<file path="src/rtl/keyseq_wdt_pkg.sv">
package keyseq_wdt_pkg;

  // Register word addresses
  localparam logic [2:0] A_REV   = 3'd0;
  localparam logic [2:0] A_CTRL  = 3'd1;
  localparam logic [2:0] A_LOAD  = 3'd2;
  localparam logic [2:0] A_COUNT = 3'd3;
  localparam logic [2:0] A_TRIG  = 3'd4;
  localparam logic [2:0] A_KEY   = 3'd5;
  localparam logic [2:0] A_PEND  = 3'd6;

  // Posted slots
  localparam int NSLOT  = 4;
  localparam int S_CTRL = 0;
  localparam int S_LOAD = 1;
  localparam int S_TRIG = 2;
  localparam int S_KEY  = 3;

  localparam logic [2:0] SLOT_ADDR [NSLOT] = '{A_CTRL, A_LOAD, A_TRIG, A_KEY};
  localparam int         PEND_POS  [NSLOT] = '{0, 2, 3, 4};
  localparam int         PEND_W    = 5;

  // Control field layout
  localparam int CTRL_W   = 6;
  localparam int PSC_EN_B = 5;
  localparam int EXP_LO   = 2;
  localparam int EXP_W    = 3;

  // Key words
  localparam logic [15:0] KEY_STOP1  = 16'hAAAA;
  localparam logic [15:0] KEY_STOP2  = 16'h5555;
  localparam logic [15:0] KEY_START1 = 16'hBBBB;
  localparam logic [15:0] KEY_START2 = 16'h4444;

  typedef enum logic [1:0] {
    ARM_NONE  = 2'd0,
    ARM_STOP  = 2'd1,
    ARM_START = 2'd2
  } arm_t;

endpackage

</file>
<file path="src/rtl/kw_post_slot.sv">
module kw_post_slot #(
  parameter int DATA_W     = 32,
  parameter int SYNC_TICKS = 2
) (
  input  logic              clk,
  input  logic              rst,
  input  logic              tick_en_i,
  input  logic              wr_i,
  input  logic [DATA_W-1:0] wdata_i,
  output logic              pend_o,
  output logic              commit_o,
  output logic [DATA_W-1:0] data_o
);

  localparam int TCNT_W = $clog2(SYNC_TICKS + 1);
  localparam logic [TCNT_W-1:0] TLAST = TCNT_W'(SYNC_TICKS - 1);

  logic              pend_q;
  logic [TCNT_W-1:0] tcnt_q;
  logic [DATA_W-1:0] data_q;

  assign commit_o = pend_q && tick_en_i && !wr_i && (tcnt_q == TLAST);
  assign pend_o   = pend_q;
  assign data_o   = data_q;

  always_ff @(posedge clk) begin
    if (rst) begin
      pend_q <= 1'b0;
      tcnt_q <= '0;
      data_q <= '0;
    end else if (wr_i) begin
      pend_q <= 1'b1;
      tcnt_q <= '0;
      data_q <= wdata_i;
    end else if (pend_q && tick_en_i) begin
      if (tcnt_q == TLAST) begin
        pend_q <= 1'b0;
        tcnt_q <= '0;
      end else begin
        tcnt_q <= tcnt_q + 1'b1;
      end
    end
  end

  // pending only drops on a slow tick
  p_pend_fall_tick_r3: assert property (@(posedge clk) disable iff (rst)
    $fell(pend_q) |-> $past(tick_en_i));

  // after a commit the slot is idle
  p_commit_clears_r3: assert property (@(posedge clk) disable iff (rst)
    commit_o |=> !pend_q);

endmodule

</file>
<file path="src/rtl/kw_key_fsm.sv">
module kw_key_fsm
  import keyseq_wdt_pkg::*;
#(
  parameter int DATA_W = 32
) (
  input  logic              clk,
  input  logic              rst,
  input  logic              commit_i,
  input  logic [DATA_W-1:0] key_i,
  output logic              run_o
);

  localparam logic [DATA_W-1:0] K_S1 = DATA_W'(KEY_STOP1);
  localparam logic [DATA_W-1:0] K_S2 = DATA_W'(KEY_STOP2);
  localparam logic [DATA_W-1:0] K_G1 = DATA_W'(KEY_START1);
  localparam logic [DATA_W-1:0] K_G2 = DATA_W'(KEY_START2);

  arm_t arm_q;
  logic run_q;

  assign run_o = run_q;

  always_ff @(posedge clk) begin
    if (rst) begin
      arm_q <= ARM_NONE;
      run_q <= 1'b1;
    end else if (commit_i) begin
      if (key_i == K_S1) begin
        arm_q <= ARM_STOP;
      end else if (key_i == K_G1) begin
        arm_q <= ARM_START;
      end else if (key_i == K_S2) begin
        if (arm_q == ARM_STOP) run_q <= 1'b0;
        arm_q <= ARM_NONE;
      end else if (key_i == K_G2) begin
        if (arm_q == ARM_START) run_q <= 1'b1;
        arm_q <= ARM_NONE;
      end else begin
        arm_q <= ARM_NONE;
      end
    end
  end

  // run state only moves on a landed key write
  p_run_on_commit_r10: assert property (@(posedge clk) disable iff (rst)
    !$stable(run_q) |-> $past(commit_i));

  // stopping is caused by the second stop word
  p_stop_by_key_r8: assert property (@(posedge clk) disable iff (rst)
    $fell(run_q) |-> $past(key_i == K_S2));

  // starting is caused by the second start word
  p_start_by_key_r9: assert property (@(posedge clk) disable iff (rst)
    $rose(run_q) |-> $past(key_i == K_G2));

endmodule

</file>
<file path="src/rtl/kw_up_counter.sv">
module kw_up_counter
  import keyseq_wdt_pkg::*;
#(
  parameter int              DATA_W       = 32,
  parameter logic [DATA_W-1:0] DEFAULT_LOAD = '0
) (
  input  logic              clk,
  input  logic              rst,
  input  logic              tick_en_i,
  input  logic              run_i,
  input  logic              psc_en_i,
  input  logic [EXP_W-1:0]  psc_exp_i,
  input  logic              ctrl_commit_i,
  input  logic              reload_i,
  input  logic [DATA_W-1:0] load_i,
  output logic [DATA_W-1:0] count_o,
  output logic              rst_req_o
);

  localparam int PSC_W = (1 << EXP_W) - 1;

  logic [DATA_W-1:0] cnt_q;
  logic [PSC_W-1:0]  psc_q;
  logic [PSC_W-1:0]  psc_lim;
  logic              req_q;
  logic              psc_hit;
  logic              step;

  always_comb begin
    psc_lim = '0;
    for (int i = 0; i < PSC_W; i++) begin
      psc_lim[i] = (i < int'(psc_exp_i));
    end
  end

  assign psc_hit   = (psc_q == psc_lim);
  assign step      = tick_en_i && run_i && (!psc_en_i || psc_hit);
  assign count_o   = cnt_q;
  assign rst_req_o = req_q;

  always_ff @(posedge clk) begin
    if (rst) begin
      psc_q <= '0;
    end else if (ctrl_commit_i) begin
      psc_q <= '0;
    end else if (tick_en_i && run_i && psc_en_i) begin
      psc_q <= psc_hit ? '0 : psc_q + 1'b1;
    end
  end

  always_ff @(posedge clk) begin
    if (rst) begin
      cnt_q <= DEFAULT_LOAD;
      req_q <= 1'b0;
    end else begin
      req_q <= 1'b0;
      if (reload_i) begin
        cnt_q <= load_i;
      end else if (step) begin
        if (&cnt_q) begin
          cnt_q <= load_i;
          req_q <= 1'b1;
        end else begin
          cnt_q <= cnt_q + 1'b1;
        end
      end
    end
  end

  // reset request lasts one cycle
  p_req_single_r6: assert property (@(posedge clk) disable iff (rst)
    req_q |=> !req_q);

  // wrap loads the reload value
  p_wrap_reload_r6: assert property (@(posedge clk) disable iff (rst)
    req_q |-> (cnt_q == $past(load_i)));

  // a stopped counter without reload holds
  p_hold_stopped_r8: assert property (@(posedge clk) disable iff (rst)
    (!run_i && !reload_i) |=> $stable(cnt_q));

  // ordinary changes are single steps
  p_step_one_r4: assert property (@(posedge clk) disable iff (rst)
    (!$stable(cnt_q) && !$past(reload_i) && !req_q) |-> (cnt_q == $past(cnt_q) + 1'b1));

endmodule

</file>
<file path="src/rtl/keyseq_wdt.sv">
module keyseq_wdt
  import keyseq_wdt_pkg::*;
#(
  parameter int                DATA_W       = 32,
  parameter int                ADDR_W       = 3,
  parameter int                SYNC_TICKS   = 2,
  parameter logic [7:0]        REV_CODE     = 8'h31,
  parameter logic [DATA_W-1:0] DEFAULT_LOAD = '0
) (
  input  logic              clk,
  input  logic              rst,
  input  logic              tick_en,
  input  logic              reg_we,
  input  logic [ADDR_W-1:0] reg_addr,
  input  logic [DATA_W-1:0] reg_wdata,
  output logic [DATA_W-1:0] reg_rdata,
  output logic              wdt_rst_req
);

  localparam logic [DATA_W-1:0] CTRL_MASK = DATA_W'({CTRL_W{1'b1}});
  localparam logic [DATA_W-1:0] REV_WORD  = DATA_W'(REV_CODE);

  logic [NSLOT-1:0]             slot_wr;
  logic [NSLOT-1:0]             slot_pend;
  logic [NSLOT-1:0]             slot_commit;
  logic [NSLOT-1:0][DATA_W-1:0] slot_data;

  logic [DATA_W-1:0] ctrl_q;
  logic [DATA_W-1:0] load_q;
  logic [DATA_W-1:0] trig_q;
  logic [DATA_W-1:0] count;
  logic [PEND_W-1:0] pend_word;
  logic [DATA_W-1:0] rdata_q;
  logic              run;
  logic              trig_reload;

  for (genvar g = 0; g < NSLOT; g++) begin : g_slot
    assign slot_wr[g] = reg_we && (reg_addr == ADDR_W'(SLOT_ADDR[g]));
    kw_post_slot #(
      .DATA_W     (DATA_W),
      .SYNC_TICKS (SYNC_TICKS)
    ) u_slot (
      .clk       (clk),
      .rst       (rst),
      .tick_en_i (tick_en),
      .wr_i      (slot_wr[g]),
      .wdata_i   (reg_wdata),
      .pend_o    (slot_pend[g]),
      .commit_o  (slot_commit[g]),
      .data_o    (slot_data[g])
    );
  end

  assign trig_reload = slot_commit[S_TRIG] && (slot_data[S_TRIG] != trig_q);

  always_ff @(posedge clk) begin
    if (rst) begin
      ctrl_q <= '0;
      load_q <= DEFAULT_LOAD;
      trig_q <= '0;
    end else begin
      if (slot_commit[S_CTRL]) ctrl_q <= slot_data[S_CTRL] & CTRL_MASK;
      if (slot_commit[S_LOAD]) load_q <= slot_data[S_LOAD];
      if (slot_commit[S_TRIG]) trig_q <= slot_data[S_TRIG];
    end
  end

  kw_key_fsm #(
    .DATA_W (DATA_W)
  ) u_keys (
    .clk      (clk),
    .rst      (rst),
    .commit_i (slot_commit[S_KEY]),
    .key_i    (slot_data[S_KEY]),
    .run_o    (run)
  );

  kw_up_counter #(
    .DATA_W       (DATA_W),
    .DEFAULT_LOAD (DEFAULT_LOAD)
  ) u_cnt (
    .clk           (clk),
    .rst           (rst),
    .tick_en_i     (tick_en),
    .run_i         (run),
    .psc_en_i      (ctrl_q[PSC_EN_B]),
    .psc_exp_i     (ctrl_q[EXP_LO +: EXP_W]),
    .ctrl_commit_i (slot_commit[S_CTRL]),
    .reload_i      (trig_reload),
    .load_i        (load_q),
    .count_o       (count),
    .rst_req_o     (wdt_rst_req)
  );

  always_comb begin
    pend_word = '0;
    for (int i = 0; i < NSLOT; i++) begin
      pend_word[PEND_POS[i]] = slot_pend[i];
    end
  end

  always_ff @(posedge clk) begin
    if (rst) begin
      rdata_q <= '0;
    end else begin
      case (reg_addr)
        ADDR_W'(A_REV):   rdata_q <= REV_WORD;
        ADDR_W'(A_CTRL):  rdata_q <= ctrl_q & CTRL_MASK;
        ADDR_W'(A_LOAD):  rdata_q <= load_q;
        ADDR_W'(A_COUNT): rdata_q <= count;
        ADDR_W'(A_TRIG):  rdata_q <= trig_q;
        ADDR_W'(A_PEND):  rdata_q <= DATA_W'(pend_word);
        default:          rdata_q <= '0;
      endcase
    end
  end

  assign reg_rdata = rdata_q;

  // a reload only happens when a trigger lands with a new value
  p_reload_new_value_r7: assert property (@(posedge clk) disable iff (rst)
    trig_reload |=> (trig_q != $past(trig_q)));

  // the reload register only changes on the edge its pending bit clears
  p_load_with_pend_r3: assert property (@(posedge clk) disable iff (rst)
    !$stable(load_q) |-> $fell(slot_pend[S_LOAD]));

endmodule

</file>
<file path="config.mk">
export PLATFORM = sky130hd
export DESIGN_NAME = keyseq_wdt
export DESIGN_NICKNAME = d
export VERILOG_FILES = /design/src/rtl/keyseq_wdt_pkg.sv /design/src/rtl/kw_post_slot.sv /design/src/rtl/kw_key_fsm.sv /design/src/rtl/kw_up_counter.sv /design/src/rtl/keyseq_wdt.sv
export SDC_FILE = /design/constraint.sdc
export NUM_CORES = 1
export LEC_CHECK = 0
export ABC_AREA = 1
export BUFFER_PORTS_ARGS = -buffer_cell sky130_fd_sc_hd__buf_4
export CAP_MARGIN = 20
export CORE_ASPECT_RATIO = 0.75
export CORE_MARGIN = 3
export CORE_UTILIZATION = 50
export DETAILED_ROUTE_END_ITERATION = 8
export GPL_TIMING_DRIVEN = 0
export PLACE_DENSITY = 0.75
export RECOVER_POWER = 50
export SLEW_MARGIN = 15
export SYNTH_ARGS = -nofsm -noshare
export SYNTH_HDL_FRONTEND = slang
export SYNTH_SLANG_ARGS = --single-unit
</file>
<file path="constraint.sdc">
create_clock -name clk -period 4.5 [get_ports clk]
set_clock_uncertainty 0.2 [all_clocks]
set_input_delay 0.675 -clock clk [delete_from_list [all_inputs] [get_ports clk]]
set_output_delay 0.675 -clock clk [all_outputs]
set_load 0.03 [all_outputs]
</file>
; Word-level counts from Yosys, hierarchy flattened
; Cells that the tools add are included.
[op_classes]
n_addsub = 6
multipliers = 0
n_div = 0
magnitude_cmp = 7
eq_ne = 19
shifts = 0
n_mux = 28
bitwise = 3
reduce_logical = 50
[ops]
columns = operator, n
row1 = one-hot mux 32 bit (6 select lines), 1
row2 = two-way mux 32 bit, 3
row3 = "equality test 32 x 15 -> 1 bit, second input constant", 2
row4 = "equality test 32 x 16 -> 1 bit, second input constant", 2
row5 = "adder 32 x 1 -> 32 bit, second input constant", 1
row6 = != test 32 bit, 1
row7 = AND reduction 32 bit, 1
row8 = nonzero test 2 bit, 11
row9 = logical AND 1 bit, 20
row10 = two-way mux 1 bit, 17
row11 = two-way mux 2 bit, 6
row12 = "equality test 2 x 1 -> 1 bit, second input constant", 5
row13 = OR reduction 2 bit, 5
row14 = "equality test 3 bit, second input constant", 3
row15 = "< comparator 3 bit, first input constant", 3
row16 = "adder 2 x 1 -> 2 bit, second input constant", 4
row17 = AND reduction 2 bit, 4
row18 = "adder 7 x 1 -> 7 bit, second input constant", 1
row19 = equality test 7 bit, 1
row20 = two-way mux 7 bit, 1
row21 = "equality test 3 x 2 -> 1 bit, second input constant", 2
row22 = "< comparator 1 x 3 -> 1 bit, first input constant", 2
row23 = "< comparator 2 x 3 -> 1 bit, first input constant", 2
row24 = AND reduction 6 bit, 1
row25 = other kinds (8), 14
[totals]
register_bits = 259
latch_bits = 0
mem_bits_rw = 0
mem_bits_ro = 0
in_bits = 39
out_inout_bits = 33
elab_cells = 134
memories = 0

; Longest topological paths before layout
; Gate-level depths: netlist of run 1.
[depth]
depth_word = 7
mapped_depth = 15
ltp_nobuf = 14

; Cells and area by module
; Synthesis of run 1 repeated with hierarchy kept, for this count alone.
[unflattened]
cells_unflattened = 2010
area_unflattened_um2 = 13379.1
[by_module_without_submodules]
columns = module, instances, cells_each, area_per_inst_um2, seq_area_each_um2
row1 = kw_post_slot, 4, 153, 1219.9, 700.7
row2 = keyseq_wdt, 1, 659, 4533.1, 2042.0
row3 = kw_up_counter, 1, 648, 3523.4, 800.8
row4 = kw_key_fsm, 1, 91, 442.9, 60.1

; Worst setup path after synthesis of run 1
; OpenSTA, ideal clock, no wires.
[synth_timing]
path_type = input to register
from = in reg_addr[0]
to = reg u_cnt.cnt_q[2] (netlist: u_cnt.count_o[2])
setup_ps = 117
arrival_time_ps = 1868
t_required_ps = 4183
setup_slack_ps = 2315
cell_stages = 11
n_path_buf = 1
cell_sequence = nor2_2 nand2_2 inv_4 nand2_4 nand2_4 inv_2 nand2_1 nand2_1 buf_2 o21ai_0 nor2_1
[synth_between]
elab_chain_cells = 7
word_cells_on_any_way = 8
cone_classes = eq/ne (1) / mux (1) / reduce/logical (6)
[synth_rtl]
columns = item, line_no
row1 = "start, declared", keyseq_wdt.sv:14  ; input logic [ADDR_W-1:0] reg_addr,
row2 = equality test 3 bit (*), keyseq_wdt.sv:38  ; assign slot_wr[g] = reg_we && (reg_addr == ADDR_W'(SLOT_ADDR[g]));
row3 = logical AND 1 bit (*), keyseq_wdt.sv:38
row4 = logical NOT 1 bit (*), kw_post_slot.sv:22  ; assign commit_o = pend_q && tick_en_i && !wr_i && (tcnt_q == TLAST);
row5 = logical AND 1 bit (*) (2 in series), kw_post_slot.sv:22
row6 = logical AND 1 bit (*), keyseq_wdt.sv:54  ; assign trig_reload = slot_commit[S_TRIG] && (slot_data[S_TRIG] != trig_q);
row7 = two-way mux 32 bit / nonzero test 2 bit (equally long branches), -
row8 = "end signal, assigned", kw_up_counter.sv:58  ; cnt_q <= load_i;
row9 = "end signal, assigned", kw_up_counter.sv:61  ; cnt_q <= load_i;
row10 = "end signal, assigned", kw_up_counter.sv:64  ; cnt_q <= cnt_q + 1'b1;
row11 = "end, declared", kw_up_counter.sv:22  ; logic [DATA_W-1:0] cnt_q;
; Mark *: on every way between the ends. The rest lies on a longest branch, timed or not.
; A chain may end at the register's enable or synchronous reset.

; Worst setup path after layout of run 1
[layout_timing]
from = in reg_addr[0]
to = reg u_cnt.cnt_q[3] (netlist: u_cnt.count_o[3])
; The elaborated chain is that of the path after synthesis.

==> results.cfg, run 1 <==
[outcome]
status = finished clean

[synth]
synth_top_flop_cell = dfxtp_1
syn_area_um2 = 11900
yosysWarnings = 0
synth.largest_area_cell = dfxtp_1
async_reset_ff_share_pct = 0
synth_top_area_share_pct = 43.7
netlist_instances = 1719
syn_area_per_cell_um2 = 6.90
yosysSeqAreaShare_pct = 43.7
ys_top_cells_by_count = nand2_1 (403), dfxtp_1 (259), nor2_1 (244)
synth_most_common_cell = nand2_1
synth_edf_count = 0
synthTopCellsByArea = dfxtp_1 (44%), nand2_1 (13%), nor2_1 (7.7%)
synth_nets = 1760
synth.distinct_cells = 43
ys_seq_elements = 259

[detailed_routing]
dr.pass1.iters = 5
antenna_left = 0
dr.first_iter.drc_count = 1495
wl_per_cell_um = 18.7
viasPerCell = 5.68
wirelength_um = 39900
dr_total_vias = 12100
drc_errors = 0

[power_and_ir_drop]
comb_power_share_pct = 6.4
seqPwrFrac_pct = 47.0
netSwitchingFraction_pct = 23.8
intPower_uw = 3820
leakagePower_uw = 0.00525
switchingPower_uw = 1190
ir_drop_mv = 0.309
power_per_cell_area_nw_per_um2 = 371
power_frac_clock_pct = 46.7

[clocking]
clock_latency_ps = 540
root_buffer = clkbuf_16
cts_buffers = 26
clk_path_buf_depth = 3
cts_setup_buffers = 0
clock_sinks = 259
ctsResizeCount = 0
clk_pin_slew_ps = 60
cts_tree = yes
htree_levels = 1
holdBufCountCts = 0

[global_route]
grt_pass1_vias = 10900
grt_max_degree = 15
antenna_found_initial = 0
grt_pass1_wl_um = 60400
grt.overflow.total = 0
track_usage_pct = 30.1

[sta]
tns_ps = 0
rsz0062_at_grt = false
final_max_slew_viol_count = 0
finalHoldViolations = 0
tightest_slew_ps = 905
fin_crit_sh_pct = 79.4
fin_crit_ps = 3570
setup_viol = 0
slew_headroom_pct = 39.6
timing.fmax_mhz = 280

[critical_path]
start_kind = input port
crit_arrival_ps = 3800
critPathSlowestCell = clkinvlp_2
crit_chain = clkbuf_1 > nor2_1 > nand2_1 > clkinvlp_2 > nand2_1 > nand2_4 > inv_1 > nand2_1 > nand2_1 > buf_2 > nand3_1 > nand2_1 > inv_1
r2r-start = u_cnt.count_o[1]
required_ps = 4720
path_buf_inv = 5
cp_common_cell = nand2_1
path_class = in -> reg
startpoint = reg_addr[0]
cpPeakStageDelay_ps = 520
critical_path.top_delay_family = simple AND/OR/NAND/NOR gates
end_kind = flip-flop
critPathMaxFanout = 10

[hold_path]
hold_class = in -> reg
min_from = reg_wdata[24]

[floorplan]
core_um2 = 23200
die_h_um = 139
placementRows = 48
initial_core_util_pct = 51.1
ios = 72
die_area_um2 = 25600
die_w_um = 184

[finish]
layout.cells.non_filler = 2137
drive_gt1_share_pct = 7.13
diodes = 0
syn_to_final_growth_pct = 14.1
final_nets = 1858

[placed_design]
dp_hpwl_um = 30300
dp.cells = 2089
gp_congestion = 0.987
io_buffers = 70

[run]
max-cap-violations = 0
==> placed cells by master (no fill, tap or decap), drive strengths merged, types with 28 or more instances in the layout <==
| cell | netlist | final |
|---|---|---|
| inv | 156 | 154 |
| o22ai | 28 | 28 |
| o21ai | 169 | 169 |
| dfxtp | 259 | 259 |
| nand2 | 409 | 409 |
| nand3 | 98 | 98 |
| nor2 | 252 | 252 |
| clkbuf | 65 | 142 |
| xnor2 | 28 | 28 |
| buf | 22 | 55 |
| a21oi | 163 | 163 |
==> cells by family (layout without fill, tap and decap cells) <==
kind of cell / after synthesis / count (layout) / share of synthesized area (%)
AO/OA/AOI/OAI: 375 / 375 / 16.8
adder cells (fa/ha/maj): 2 / 2 / 0.211
flip-flops: 259 / 259 / 43.7
XOR/XNOR: 41 / 41 / 3.03
buffers and inverters: 244 / 362 / 8.36
AND/OR/NAND/NOR: 798 / 798 / 27.9
==> layer usage <==
| metal | global-route usage, % | part of all wire (%) |
|---|---|---|
| met3 | 5.98 | 11 |
| met2 | 44.2 | 41 |
| met1 | 45.8 | 46 |
| met4 | 6.88 | 2.1 |
| met5 | 0 | 0 |
==> through the flow <==
step | hold slack, ps | worst slack [ps] | total power, uW | utilization, % | instance area [um2]
after global routing | 187 | 797 | 5130 | 58.3 | 13500
after global placement | 215 | 1500 | 2710 | 55.0 | 12800
after CTS | 183 | 1720 | 5010 | 59.0 | 13700
after detailed placement | 221 | 1470 | 2720 | 55.0 | 12800
after floorplan | 209 | 2310 | 2580 | - | 11900
final | 186 | 926 | 5010 | 58.3 | 13500
==> worst paths after layout <==
kind	endpoint	slack (ps)	cells after the start
worst min-delay path	g_slot[1].u_slot.data_o[24]	190	3
worst max-delay path	u_cnt.count_o[3]	930	13
worst max register to register	u_cnt.count_o[3]	1600	12
worst min register to register	g_slot[0].u_slot.tcnt_q[1]	230	2
==> power groups by stage <==
stage               Clock [uW]  Combinational (uW)  Sequential (uW)
floorplan                    0                 176             2400
global placement             0                 308             2400
detailed placement           0                 311             2410
CTS                       2350                 313             2350
global route              2430                 345             2360
finish                    2340                 319             2360
==> flip-flops by register name (all words and copies together), names as in the netlist <==
signal and flops:
g_slot.u_slot.data_o 102, u_cnt.count_o 32, ctrl_q 6, g_slot.u_slot.pend_o 4
u_keys.run_o 1, u_cnt.rst_req_o 1, g_slot.u_slot.tcnt_q 8, u_cnt.psc_q 7
u_keys.arm_q 2, trig_q 32, load_q 32, reg_rdata 32
==> worst reg2reg max path, delay by kind of cell, from the launching register on <==
kind,cells,cell delay (ps)
DFF,1,430
buffers and inverters,2,150
and+or+nand+nor,9,1800
adders and majority gates,1,210
==> final cells by class <==
class | count | area, um2
multi-input cells | 1216 | 5660
well taps | 300 | 375
fillers | 2245 | 9660
flip-flops and latches | 259 | 5180
clock buffers | 40 | 805
inverters | 157 | 593
plain buffers | 87 | 395
clock inverters | 8 | 120
repair buffers | 70 | 398
Note: power is estimated with default switching activity, not from simulation.
==> run 2: changes to the inputs <==
Settings changed: ABC_AREA 1 to 0, PLACE_DENSITY 0.75 to 0.77.
Clock period 4.5 ns to 3.2 ns, I/O delays scaled along.
==> results.cfg, run 2 <==
[clocking]
htree_levels = 1
clk_pin_slew_ps = 60
clock_sinks = 259
clk_path_buf_depth = 3
cts_tree = yes
root_buffer = clkbuf_16
cts_setup_buffers = 0
cts_buffers = 26
clock_latency_ps = 550

[sta]
timing.fmax_mhz = 317
final_max_slew_viol_count = 0
finalHoldViolations = 0
setup_viol = 0
tightest_slew_ps = 1260
fin_crit_sh_pct = 98.5
slew_headroom_pct = 15.4
fin_ws_ps = 47.0
rsz0062_at_grt = true
fin_crit_ps = 3150

[detailed_routing]
drc_errors = 0
dr.pass1.iters = 5
viasPerCell = 5.75
dr_total_vias = 10500
wirelength_um = 34100
dr.first_iter.drc_count = 1189
antenna_left = 0
wl_per_cell_um = 18.7

[power_and_ir_drop]
finalPower_uw = 6700
leakagePower_uw = 0.00464
ir_drop_mv = 0.413
power_per_cell_area_nw_per_um2 = 524

[synth]
synth_top_area_share_pct = 47.3
synth_nets = 1440
ys_seq_elements = 259
synth.largest_area_cell = dfxtp_1
syn_area_um2 = 11000
synth_most_common_cell = nand2_1
synth_edf_count = 0
synth_top_flop_cell = dfxtp_1
syn_area_per_cell_um2 = 7.83
synth.distinct_cells = 64
ys_top_cells_by_count = nand2_1 (386), dfxtp_1 (259), a21oi_1 (212)
async_reset_ff_share_pct = 0
synthTopCellsByArea = dfxtp_1 (47%), nand2_1 (13%), a21oi_1 (9.7%)
yosysWarnings = 0
netlist_instances = 1399
yosysSeqAreaShare_pct = 47.3

[global_route]
track_usage_pct = 28.1
grt.overflow.total = 0
grt_pass1_wl_um = 52600
antenna_found_initial = 0
grt_max_degree = 15
grt_pass1_vias = 9556

[critical_path]
rr_worst_depth = 8
r2r-start = trig_q[16]
crit_chain = xor2_1 > nor4_1 > nand4_1 > o21a_1 > clkbuf_1 > nor2_1 > mux2_2 > a32o_1
start_kind = flip-flop
cpPeakStageDelay_ps = 500
r2r-end = u_cnt.count_o[22]
ff2ff_setup_slack_ps = 50
path_class = reg -> reg
critPathMaxFanout = 9
critPathSlowestCell = nor4_1
end_kind = flip-flop
required_ps = 3440
crit_arrival_ps = 3390

[finish]
design_area_um2 = 12800
final_cell_mix = nand2_1 (386), dfxtp_1 (259), a21oi_1 (212)
largest_reg_flops = 102
final_core_util_pct = 59.9
layout.cells.non_filler = 1823
drive_gt1_share_pct = 6.71
syn_to_final_growth_pct = 16.7
diodes = 0
layout_commonest_cell = nand2_1
final_nets = 1557

[hold_path]
holdPathEnd = g_slot[1].u_slot.data_o[6]
min_from = reg_wdata[6]
hold_class = in -> reg
hold_depth = 3

[outcome]
status = finished clean

[floorplan]
die_w_um = 177
die_h_um = 134
initial_core_util_pct = 51.3
core_um2 = 21400
ios = 72
die_area_um2 = 23700
placementRows = 46

[placed_design]
dp_hpwl_um = 25400
gp_congestion = 0.955
place_area_um2 = 11800
dp_slack_ps = -273
dp.cells = 1755
io_buffers = 68

[run]
max-cap-violations = 0
==> run 2: what timing repair did <==
| item | 4_1_cts | 5_1_grt |
|---|---|---|
| endpoints found under the setup margin | 1 | 11 |
| hold endpoints to repair | 42 | 0 |
| hold buffers | 20 | 0 |
| gates resized for setup | 1 | 2 |
==> run 2: kinds of logic after synthesis <==
group                      Yosys count  share of synthesized area, %
DFF                                259                          47.3
buffers and inverters              106                          3.75
adders and majority gates            2                         0.228
AOI/OAI and AO/OA                  334                          18.4
muxes                               18                          1.69
and+or+nand+nor                    631                          24.7
xor gates and xnor gates            49                          3.92
==> run 2: power by group <==
group / switching (uW) / internal, uW
sequential: 29.4 / 3260
combinational: 233 / 112
clock: 1310 / 1750
total: 1580 / 5120
==> run 2: worst max-delay path by stage <==
stage | startpoint | end | slack [ps] | cells after the start
floorplan | reg_addr[0] | u_cnt.count_o[22] | 630 | 8
global placement | reg_addr[1] | u_cnt.count_o[22] | -230 | 9
detailed placement | reg_addr[1] | u_cnt.count_o[22] | -270 | 9
CTS | trig_q[16] | u_cnt.count_o[9] | 70 | 8
global route | trig_q[16] | u_cnt.count_o[22] | -20 | 8
finish | trig_q[16] | u_cnt.count_o[22] | 50 | 8
==> run 2: area by class of cell <==
cell class	instances	area, um2
fill	1958	8570
timing repair buffer	89	584
tap	288	360
multi-input combinational	1034	5370
clock buffer	37	762
clock inverter	10	109
inverter	13	48.8
buffer	93	362
sequential	259	5180
==> run 2: through the flow <==
step,TNS (ps),hold slack (ps)
floorplan,0,210
global placement,-4550,217
detailed placement,-4840,227
CTS,0,0.483
global route,-55.4,0.419
finish,0,8.40
==> run 2: layer usage <==
| layer | vias to the layer above | global-route usage (%) | part of all wire, % |
|---|---|---|---|
| met5 | - | 0 | 0 |
| met4 | 0 | 9.07 | 2.9 |
| met3 | 75 | 4.61 | 11 |
| met2 | 551 | 40.5 | 41 |
| met1 | 4831 | 42.8 | 46 |
| li1 | 5028 | - | - |
==> run 2: worst max-delay path, delay by kind of cell, from the launching register on <==
family / cells / cell delay, ps
compound gates: 2 / 460
xor+xnor: 1 / 170
flops: 1 / 350
mux: 1 / 410
simple gates: 3 / 1210
buf+inv: 1 / 260
